### src/rtl/eeprom_pkg.sv
// Shared definitions for the serial EEPROM slave.
// Assumes an 8-bit byte on the bus and a one-byte word address.
package eeprom_pkg;

    localparam int BYTE_W = 8;
    localparam logic [3:0] DEV_PREFIX = 4'b1010;

    // Protocol phases of the slave
    typedef enum logic [2:0] {
        ST_IDLE,
        ST_DEVADDR,
        ST_WORDADDR,
        ST_WRDATA,
        ST_ACK,
        ST_RDDATA,
        ST_RDACK
    } bus_state_t;

endpackage

### src/rtl/bus_sampler.sv
// Brings SCL and SDA into the clock domain and flags clock edges and
// start/stop conditions. Assumes bus edges are slower than a few clocks.
module bus_sampler #(
    parameter int SYNC_STAGES = 2
) (
    input  logic clk,
    input  logic rst_n,
    input  logic scl_i,
    input  logic sda_i,
    output logic sda_s,
    output logic scl_rise,
    output logic scl_fall,
    output logic start_det,
    output logic stop_det
);

    logic [SYNC_STAGES-1:0] scl_sync;
    logic [SYNC_STAGES-1:0] sda_sync;
    logic scl_prev, sda_prev;
    logic scl_s;

    // Synchronizer chains, reset to the idle bus level
    generate
        if (SYNC_STAGES == 1) begin : g_one
            always_ff @(posedge clk) begin
                if (!rst_n) begin
                    scl_sync <= '1;
                    sda_sync <= '1;
                end else begin
                    scl_sync <= scl_i;
                    sda_sync <= sda_i;
                end
            end
        end else begin : g_chain
            always_ff @(posedge clk) begin
                if (!rst_n) begin
                    scl_sync <= '1;
                    sda_sync <= '1;
                end else begin
                    scl_sync <= {scl_sync[SYNC_STAGES-2:0], scl_i};
                    sda_sync <= {sda_sync[SYNC_STAGES-2:0], sda_i};
                end
            end
        end
    endgenerate

    assign scl_s = scl_sync[SYNC_STAGES-1];
    assign sda_s = sda_sync[SYNC_STAGES-1];

    // One-cycle history for edge detection
    always_ff @(posedge clk) begin
        if (!rst_n) begin
            scl_prev <= 1'b1;
            sda_prev <= 1'b1;
        end else begin
            scl_prev <= scl_s;
            sda_prev <= sda_s;
        end
    end

    // Edge and condition decode
    always_comb begin
        scl_rise  = scl_s & ~scl_prev;
        scl_fall  = ~scl_s & scl_prev;
        start_det = scl_s & scl_prev & sda_prev & ~sda_s;
        stop_det  = scl_s & scl_prev & ~sda_prev & sda_s;
    end

endmodule

### src/rtl/write_timer.sv
// Counts out the internal write cycle. Assumes launch is a one-cycle pulse.
module write_timer #(
    parameter int WRITE_CLKS = 5000
) (
    input  logic clk,
    input  logic rst_n,
    input  logic launch,
    output logic busy
);

    localparam int CYC_W = $clog2(WRITE_CLKS + 1);
    localparam logic [CYC_W-1:0] CYC_LOAD = CYC_W'(WRITE_CLKS);

    logic [CYC_W-1:0] remain;

    // Down-counter loaded at launch, idles at zero
    always_ff @(posedge clk) begin
        if (!rst_n)
            remain <= '0;
        else if (launch)
            remain <= CYC_LOAD;
        else if (remain != '0)
            remain <= remain - 1'b1;
    end

    assign busy = (remain != '0);


    launch_busy_chk: assert property (@(posedge clk) disable iff (!rst_n)
        launch |=> busy);

endmodule

### src/rtl/page_store.sv
// Storage array plus one page of write buffer. Data bytes land in the
// buffer by slot and are copied into the array on commit.
// Assumes row_set, wr_en and commit never coincide.
module page_store #(
    parameter int ADDR_W = 8,
    parameter int PAGE_W = 3
) (
    input  logic                       clk,
    input  logic                       rst_n,
    input  logic                       row_set,
    input  logic [ADDR_W-PAGE_W-1:0]   row_in,
    input  logic                       wr_en,
    input  logic [PAGE_W-1:0]          wr_slot,
    input  logic [eeprom_pkg::BYTE_W-1:0] wr_data,
    input  logic                       commit,
    input  logic [ADDR_W-1:0]          rd_addr,
    output logic [eeprom_pkg::BYTE_W-1:0] rd_data
);
    import eeprom_pkg::*;

    localparam int ROW_W = ADDR_W - PAGE_W;
    localparam int SLOTS = 1 << PAGE_W;
    localparam int DEPTH = 1 << ADDR_W;

    logic [BYTE_W-1:0] mem   [DEPTH];
    logic [BYTE_W-1:0] buf_q [SLOTS];
    logic [SLOTS-1:0]  valid;
    logic [ROW_W-1:0]  row_q;

    // Page buffer: row latch, slot data and slot valid flags
    always_ff @(posedge clk) begin
        if (!rst_n) begin
            valid <= '0;
            row_q <= '0;
        end else if (row_set) begin
            valid <= '0;
            row_q <= row_in;
        end else if (wr_en) begin
            valid[wr_slot] <= 1'b1;
        end else if (commit) begin
            valid <= '0;
        end
    end

    // Buffer data slots (no reset needed, qualified by valid)
    always_ff @(posedge clk) begin
        if (wr_en)
            buf_q[wr_slot] <= wr_data;
    end

    // Copy every filled slot into the array on commit
    always_ff @(posedge clk) begin
        if (commit) begin
            for (int i = 0; i < SLOTS; i++) begin
                if (valid[i])
                    mem[{row_q, PAGE_W'(i)}] <= buf_q[i];
            end
        end
    end

    assign rd_data = mem[rd_addr];


    commit_clear_chk: assert property (@(posedge clk) disable iff (!rst_n)
        commit |=> (valid == '0));

endmodule

### src/rtl/i2c_eeprom_slave.sv
// Two-wire serial EEPROM slave, 256 x 8. Decodes the device address against
// the straps, runs write and read transfers, buffers page data, and blocks
// its address during the internal write cycle. Assumes SCL stays in each
// level for several system clocks.
module i2c_eeprom_slave #(
    parameter int ADDR_W      = 8,
    parameter int PAGE_W      = 3,
    parameter int WRITE_CLKS  = 5000,
    parameter int SYNC_STAGES = 2
) (
    input  logic       clk,
    input  logic       rst_n,
    input  logic       scl_i,
    input  logic       sda_i,
    input  logic [2:0] strap_i,
    output logic       sda_oe_o
);
    import eeprom_pkg::*;

    localparam int ROW_W = ADDR_W - PAGE_W;
    localparam logic [ADDR_W-1:0] ADDR_ONE = ADDR_W'(1);
    localparam logic [3:0] BITS_FULL = 4'd8;

    logic sda_s, scl_rise, scl_fall, start_det, stop_det;
    logic busy, launch, row_set, buf_we, rx_done, dev_match;
    bus_state_t state, after_ack;
    logic [BYTE_W-1:0] shreg;
    logic [BYTE_W-1:0] rd_data;
    logic [3:0]        bitcnt;
    logic [ADDR_W-1:0] addr_ptr;
    logic              master_ack;
    logic              pending;
    logic              oe;

    bus_sampler #(.SYNC_STAGES(SYNC_STAGES)) u_sampler (
        .clk(clk), .rst_n(rst_n), .scl_i(scl_i), .sda_i(sda_i),
        .sda_s(sda_s), .scl_rise(scl_rise), .scl_fall(scl_fall),
        .start_det(start_det), .stop_det(stop_det)
    );

    write_timer #(.WRITE_CLKS(WRITE_CLKS)) u_timer (
        .clk(clk), .rst_n(rst_n), .launch(launch), .busy(busy)
    );

    page_store #(.ADDR_W(ADDR_W), .PAGE_W(PAGE_W)) u_store (
        .clk(clk), .rst_n(rst_n),
        .row_set(row_set), .row_in(shreg[ADDR_W-1:PAGE_W]),
        .wr_en(buf_we), .wr_slot(addr_ptr[PAGE_W-1:0]), .wr_data(shreg),
        .commit(launch), .rd_addr(addr_ptr), .rd_data(rd_data)
    );

    // Event decode shared by the FSM and the store strobes
    always_comb begin
        rx_done   = scl_fall && (bitcnt == BITS_FULL);
        dev_match = (shreg[7:4] == DEV_PREFIX) && (shreg[3:1] == strap_i) && !busy;
        launch    = stop_det && pending;
        row_set   = !start_det && !stop_det && (state == ST_WORDADDR) && rx_done;
        buf_we    = !start_det && !stop_det && (state == ST_WRDATA) && rx_done;
    end

    // Protocol state machine
    always_ff @(posedge clk) begin
        if (!rst_n) begin
            state      <= ST_IDLE;
            after_ack  <= ST_IDLE;
            shreg      <= '0;
            bitcnt     <= '0;
            addr_ptr   <= '0;
            master_ack <= 1'b0;
            pending    <= 1'b0;
            oe         <= 1'b0;
        end else if (start_det) begin
            state  <= ST_DEVADDR;
            bitcnt <= '0;
            oe     <= 1'b0;
        end else if (stop_det) begin
            state   <= ST_IDLE;
            oe      <= 1'b0;
            pending <= 1'b0;
        end else begin
            case (state)
                ST_DEVADDR, ST_WORDADDR, ST_WRDATA: begin
                    if (scl_rise) begin
                        shreg  <= {shreg[BYTE_W-2:0], sda_s};
                        bitcnt <= bitcnt + 4'd1;
                    end else if (rx_done) begin
                        bitcnt <= '0;
                        if (state == ST_DEVADDR) begin
                            if (dev_match) begin
                                oe        <= 1'b1;
                                state     <= ST_ACK;
                                after_ack <= shreg[0] ? ST_RDDATA : ST_WORDADDR;
                            end else begin
                                state <= ST_IDLE;
                            end
                        end else if (state == ST_WORDADDR) begin
                            addr_ptr  <= shreg[ADDR_W-1:0];
                            oe        <= 1'b1;
                            state     <= ST_ACK;
                            after_ack <= ST_WRDATA;
                        end else begin
                            addr_ptr  <= {addr_ptr[ADDR_W-1:PAGE_W],
                                          addr_ptr[PAGE_W-1:0] + 1'b1};
                            pending   <= 1'b1;
                            oe        <= 1'b1;
                            state     <= ST_ACK;
                            after_ack <= ST_WRDATA;
                        end
                    end
                end
                ST_ACK: begin
                    if (scl_fall) begin
                        if (after_ack == ST_RDDATA) begin
                            shreg    <= rd_data;
                            oe       <= ~rd_data[BYTE_W-1];
                            bitcnt   <= 4'd1;
                            addr_ptr <= addr_ptr + ADDR_ONE;
                            state    <= ST_RDDATA;
                        end else begin
                            oe     <= 1'b0;
                            bitcnt <= '0;
                            state  <= after_ack;
                        end
                    end
                end
                ST_RDDATA: begin
                    if (scl_fall) begin
                        if (bitcnt == BITS_FULL) begin
                            oe    <= 1'b0;
                            state <= ST_RDACK;
                        end else begin
                            shreg  <= {shreg[BYTE_W-2:0], 1'b0};
                            oe     <= ~shreg[BYTE_W-2];
                            bitcnt <= bitcnt + 4'd1;
                        end
                    end
                end
                ST_RDACK: begin
                    if (scl_rise) begin
                        master_ack <= ~sda_s;
                    end else if (scl_fall) begin
                        if (master_ack) begin
                            shreg    <= rd_data;
                            oe       <= ~rd_data[BYTE_W-1];
                            bitcnt   <= 4'd1;
                            addr_ptr <= addr_ptr + ADDR_ONE;
                            state    <= ST_RDDATA;
                        end else begin
                            state <= ST_IDLE;
                        end
                    end
                end
                default: begin
                    oe <= 1'b0;
                end
            endcase
        end
    end

    assign sda_oe_o = oe;


    oe_phase_chk: assert property (@(posedge clk) disable iff (!rst_n)
        sda_oe_o |-> (state == ST_ACK || state == ST_RDDATA));


    busy_noack_chk: assert property (@(posedge clk) disable iff (!rst_n)
        (state == ST_DEVADDR && rx_done && busy && !start_det && !stop_det)
        |=> (!sda_oe_o && state == ST_IDLE));


    nodata_nolaunch_chk: assert property (@(posedge clk) disable iff (!rst_n)
        (stop_det && !pending && !busy) |=> !busy);


    row_hold_chk: assert property (@(posedge clk) disable iff (!rst_n)
        buf_we |=> (addr_ptr[ADDR_W-1:PAGE_W] == $past(addr_ptr[ADDR_W-1:PAGE_W])));


    nack_release_chk: assert property (@(posedge clk) disable iff (!rst_n)
        (state == ST_RDACK && scl_fall && !master_ack) |=> (!sda_oe_o && state == ST_IDLE));

endmodule

### config.mk
export PLATFORM = sky130hd
export DESIGN_NAME = i2c_eeprom_slave
export DESIGN_NICKNAME = d
export VERILOG_FILES = /design/src/rtl/eeprom_pkg.sv /design/src/rtl/bus_sampler.sv /design/src/rtl/write_timer.sv /design/src/rtl/page_store.sv /design/src/rtl/i2c_eeprom_slave.sv
export SDC_FILE = /design/constraint.sdc
export NUM_CORES = 2
export LEC_CHECK = 0
export CORE_ASPECT_RATIO = 0.9
export CORE_MARGIN = 10
export CORE_UTILIZATION = 35
export CTS_CLUSTER_DIAMETER = 50
export DETAILED_ROUTE_END_ITERATION = 16
export SYNTH_ARGS = -nofsm -noshare
export SYNTH_HDL_FRONTEND = slang
export SYNTH_SLANG_ARGS = --single-unit
export TNS_END_PERCENT = 50
### constraint.sdc
create_clock -name clk -period 8.2 [get_ports clk]
set_input_delay 0.82 -clock clk [delete_from_list [all_inputs] [get_ports clk]]
set_output_delay 0.82 -clock clk [all_outputs]
set_load 0.01 [all_outputs]
==> metrics <==
asr flop ratio synth 0%; post-layout util 40.0%; gr usage total 22.1%; Die Y approximately 500 um; top cells by area, synth edfxtp_1 75%, mux4_2 15%, mux2i_1 1.8%; row count ~170; crit path max-delay cell type a2111oi_0; Distinct cells, synth 67; root buf cell clkbuf_16; Final Skew approximately 0.077 ns; CP Cell Sequence buf_12 > mux4_2 > mux4_2 > nand2_1 > a21oi_1 > a2111oi_0 > a211oi_1; Hold Slack 0.434 ns; Main synth FF type edfxtp_1; Max-Cap Viols 0; Yosys Warn Count 0; number of flops mapped to enable cells by yosys 2112; highest clock rate 212 MHz; routed vias/inst 6.19; Detail Placement HPWL 161000 um; period utilization 57.5%; Setup TNS 0 ns; slowest stage delay, CP around 1.2 ns; Avg Inst Size Synth 21.5 um2; vias post-DR around 46000; clock latency on the worst-skew pair 0.89 ns; Max rail drop VDD around 200 uV; Hold Vio Cnt, Final 0; Setup crit start addr_ptr[1]; Synth top cells by count 2112 x edfxtp_1, 568 x mux4_2, 324 x nor2_1; largest area contributor in the netlist edfxtp_1; Worst Setup Start Kind register; HP Class register to register; global-route wire length before repair ~400000 um; initial antenna violation count between 60 and 70; slew of the pin with the lowest slew margin around 1.5 ns; number of global-route vias before repair 44300; Int Pwr between 15 and 20 mW; Slew headroom around 2.0%; Synth Register Bits between 2000 and 2500; Die Wd between 500 and 600 um; cts repair resizes 0; Top delay family on crit path compound AO/OA/AOI/OAI gates; kind of critical path register to register; CTS buffer count around 230; Worst Path Buf+Inv 1; TritonCTS clock tree yes; Slew Limit Fails 0; initial DRC count 9866; Final setup viols 0; hold_sp u_sampler.scl_sync[0]; layout cells sized above 1 about a quarter; WP data required around 9 ns; WL/cell ~40 um; Max clock buf depth 3; cts hold-fix bufs 0; num ports 8; clock slew at reported path FFs around 0.060 ns; CP Capture Type register; synth-to-layout area growth 13.7%; sequential share of power around 53%; Post-DRT Antenna Nets 0; power share of the clock group between 40% and 50%; Reg-to-Reg Start addr_ptr[1]; crit path DAT roughly 5.4 ns; GRT overflow 0; Initial Util roughly a third; synthesized instance count around 3900; Yosys top cell area share 74.9%; PD cells 235 nW/um2; htree depth 4; Residual DRC 0; Pre-antenna DRT Iters 7; mapped cell area around 85000 um2; # Post-CTS Setup Buffers 0; Die ar. ~260000 um2; minimum clock period ~4.7 ns; RSZ-0062 raised after global routing false; Gate power share less than 1%; Core Area approximately 240000 um2; worst reg-to-reg setup slack approximately 3.5 ns; Placer Congestion ~0.86; port buffer count 7; Net Sw Power between 4 and 5 mW; status finished, final reports clean; Nets a little over 4000; Syn Nets between 3000 and 4000; switching part of the total between 20% and 30%; LEAKAGE roughly 28 nW; worst-path fanout max 75; Sink Count between 2000 and 2500; crit-path most repeated cell mux4_2; largest net degree at the start of global routing around 130; Final Routed Wirelength 299000 um; register area share after synthesis 76.3%; most numerous cell in the Yosys netlist edfxtp_1; Fillers 21200
## power groups by stage
stage                     sequential [mW]  clock, mW  combinational [mW]
final                                12.1       10.4               0.187
after global routing                 12.0       11.0               0.208
after detailed placement             12.3          0               0.184
after global placement               12.3          0               0.178
after CTS                            12.1       10.5               0.185
after floorplan                      12.3          0               0.144
## flip-flops by register name, summed over array words and instances, names as in the netlist, 2 cells and up
name                flops
after_ack               3
u_sampler.scl_sync      2
addr_ptr                8
u_sampler.sda_sync      2
bitcnt                  4
u_timer.remain         13
u_store.row_q           5
state                   3
shreg                   8
u_store.mem          2048
u_store.valid           8
u_store.buf_q          64
## cell usage in the layout, fill, tap and decap left out, types with 27 or more instances in the layout
cell	count
a21oi_1	35
buf_4	126
clkbuf_1	47
clkbuf_16	227
clkinv_1	42
clkinv_2	33
dfxtp_1	56
edfxtp_1	2112
mux2i_1	152
mux4_2	568
nand2_1	98
nand2b_1	27
nor2_1	323
nor3_1	30
## metrics by stage
stage,instances,power (mW),setup slack (ns),cell area (um2)
global placement,7053,12.5,3.51,88700
global route,7478,23.2,3.44,96200
detailed placement,7053,12.5,3.49,88700
finish,7491,22.7,3.49,96300
floorplan,3932,12.4,5.41,84700
CTS,7477,22.7,3.47,96200
## layer usage
metal | vias to the layer above | global-route usage (%) | wire, um
li1 | 16700 | - | -
met1 | 24400 | 29.5 | 106000
met2 | 4390 | 32.8 | 131000
met3 | 803 | 8.07 | 47500
met4 | 16 | 8.99 | 14800
met5 | - | 0.0721 | 97
## worst paths after layout
kind | end | cells after the start
worst max register to register | shreg[5] | 7
worst min register to register | u_sampler.scl_sync[1] | 1
worst min-delay path | u_sampler.scl_sync[1] | 1
worst max-delay path | shreg[5] | 7
## cell type report
class	instances	area (um2)	share of cell area [%]
timing repair buffer	144	1240	1.28
multi-input combinational	1525	18700	19.5
tap	3200	4000	4.16
antenna	14	35.0	0.0364
clock buffer	277	5900	6.13
sequential	2173	64700	67.2
inverter	11	41.3	0.0429
clock inverter	147	1650	1.72
## cells by family after synthesis
logic type,count (synthesis),synth area share (%)
AND/OR/NAND/NOR,562,2.87
adder cells (fa/ha/maj),5,0.0739
flip-flops,2173,76.3
AO/OA/AOI/OAI,202,1.71
XOR/XNOR,14,0.145
buffers and inverters,234,1.60
multiplexers,742,17.3
Note: power is estimated with default switching activity, not from simulation.
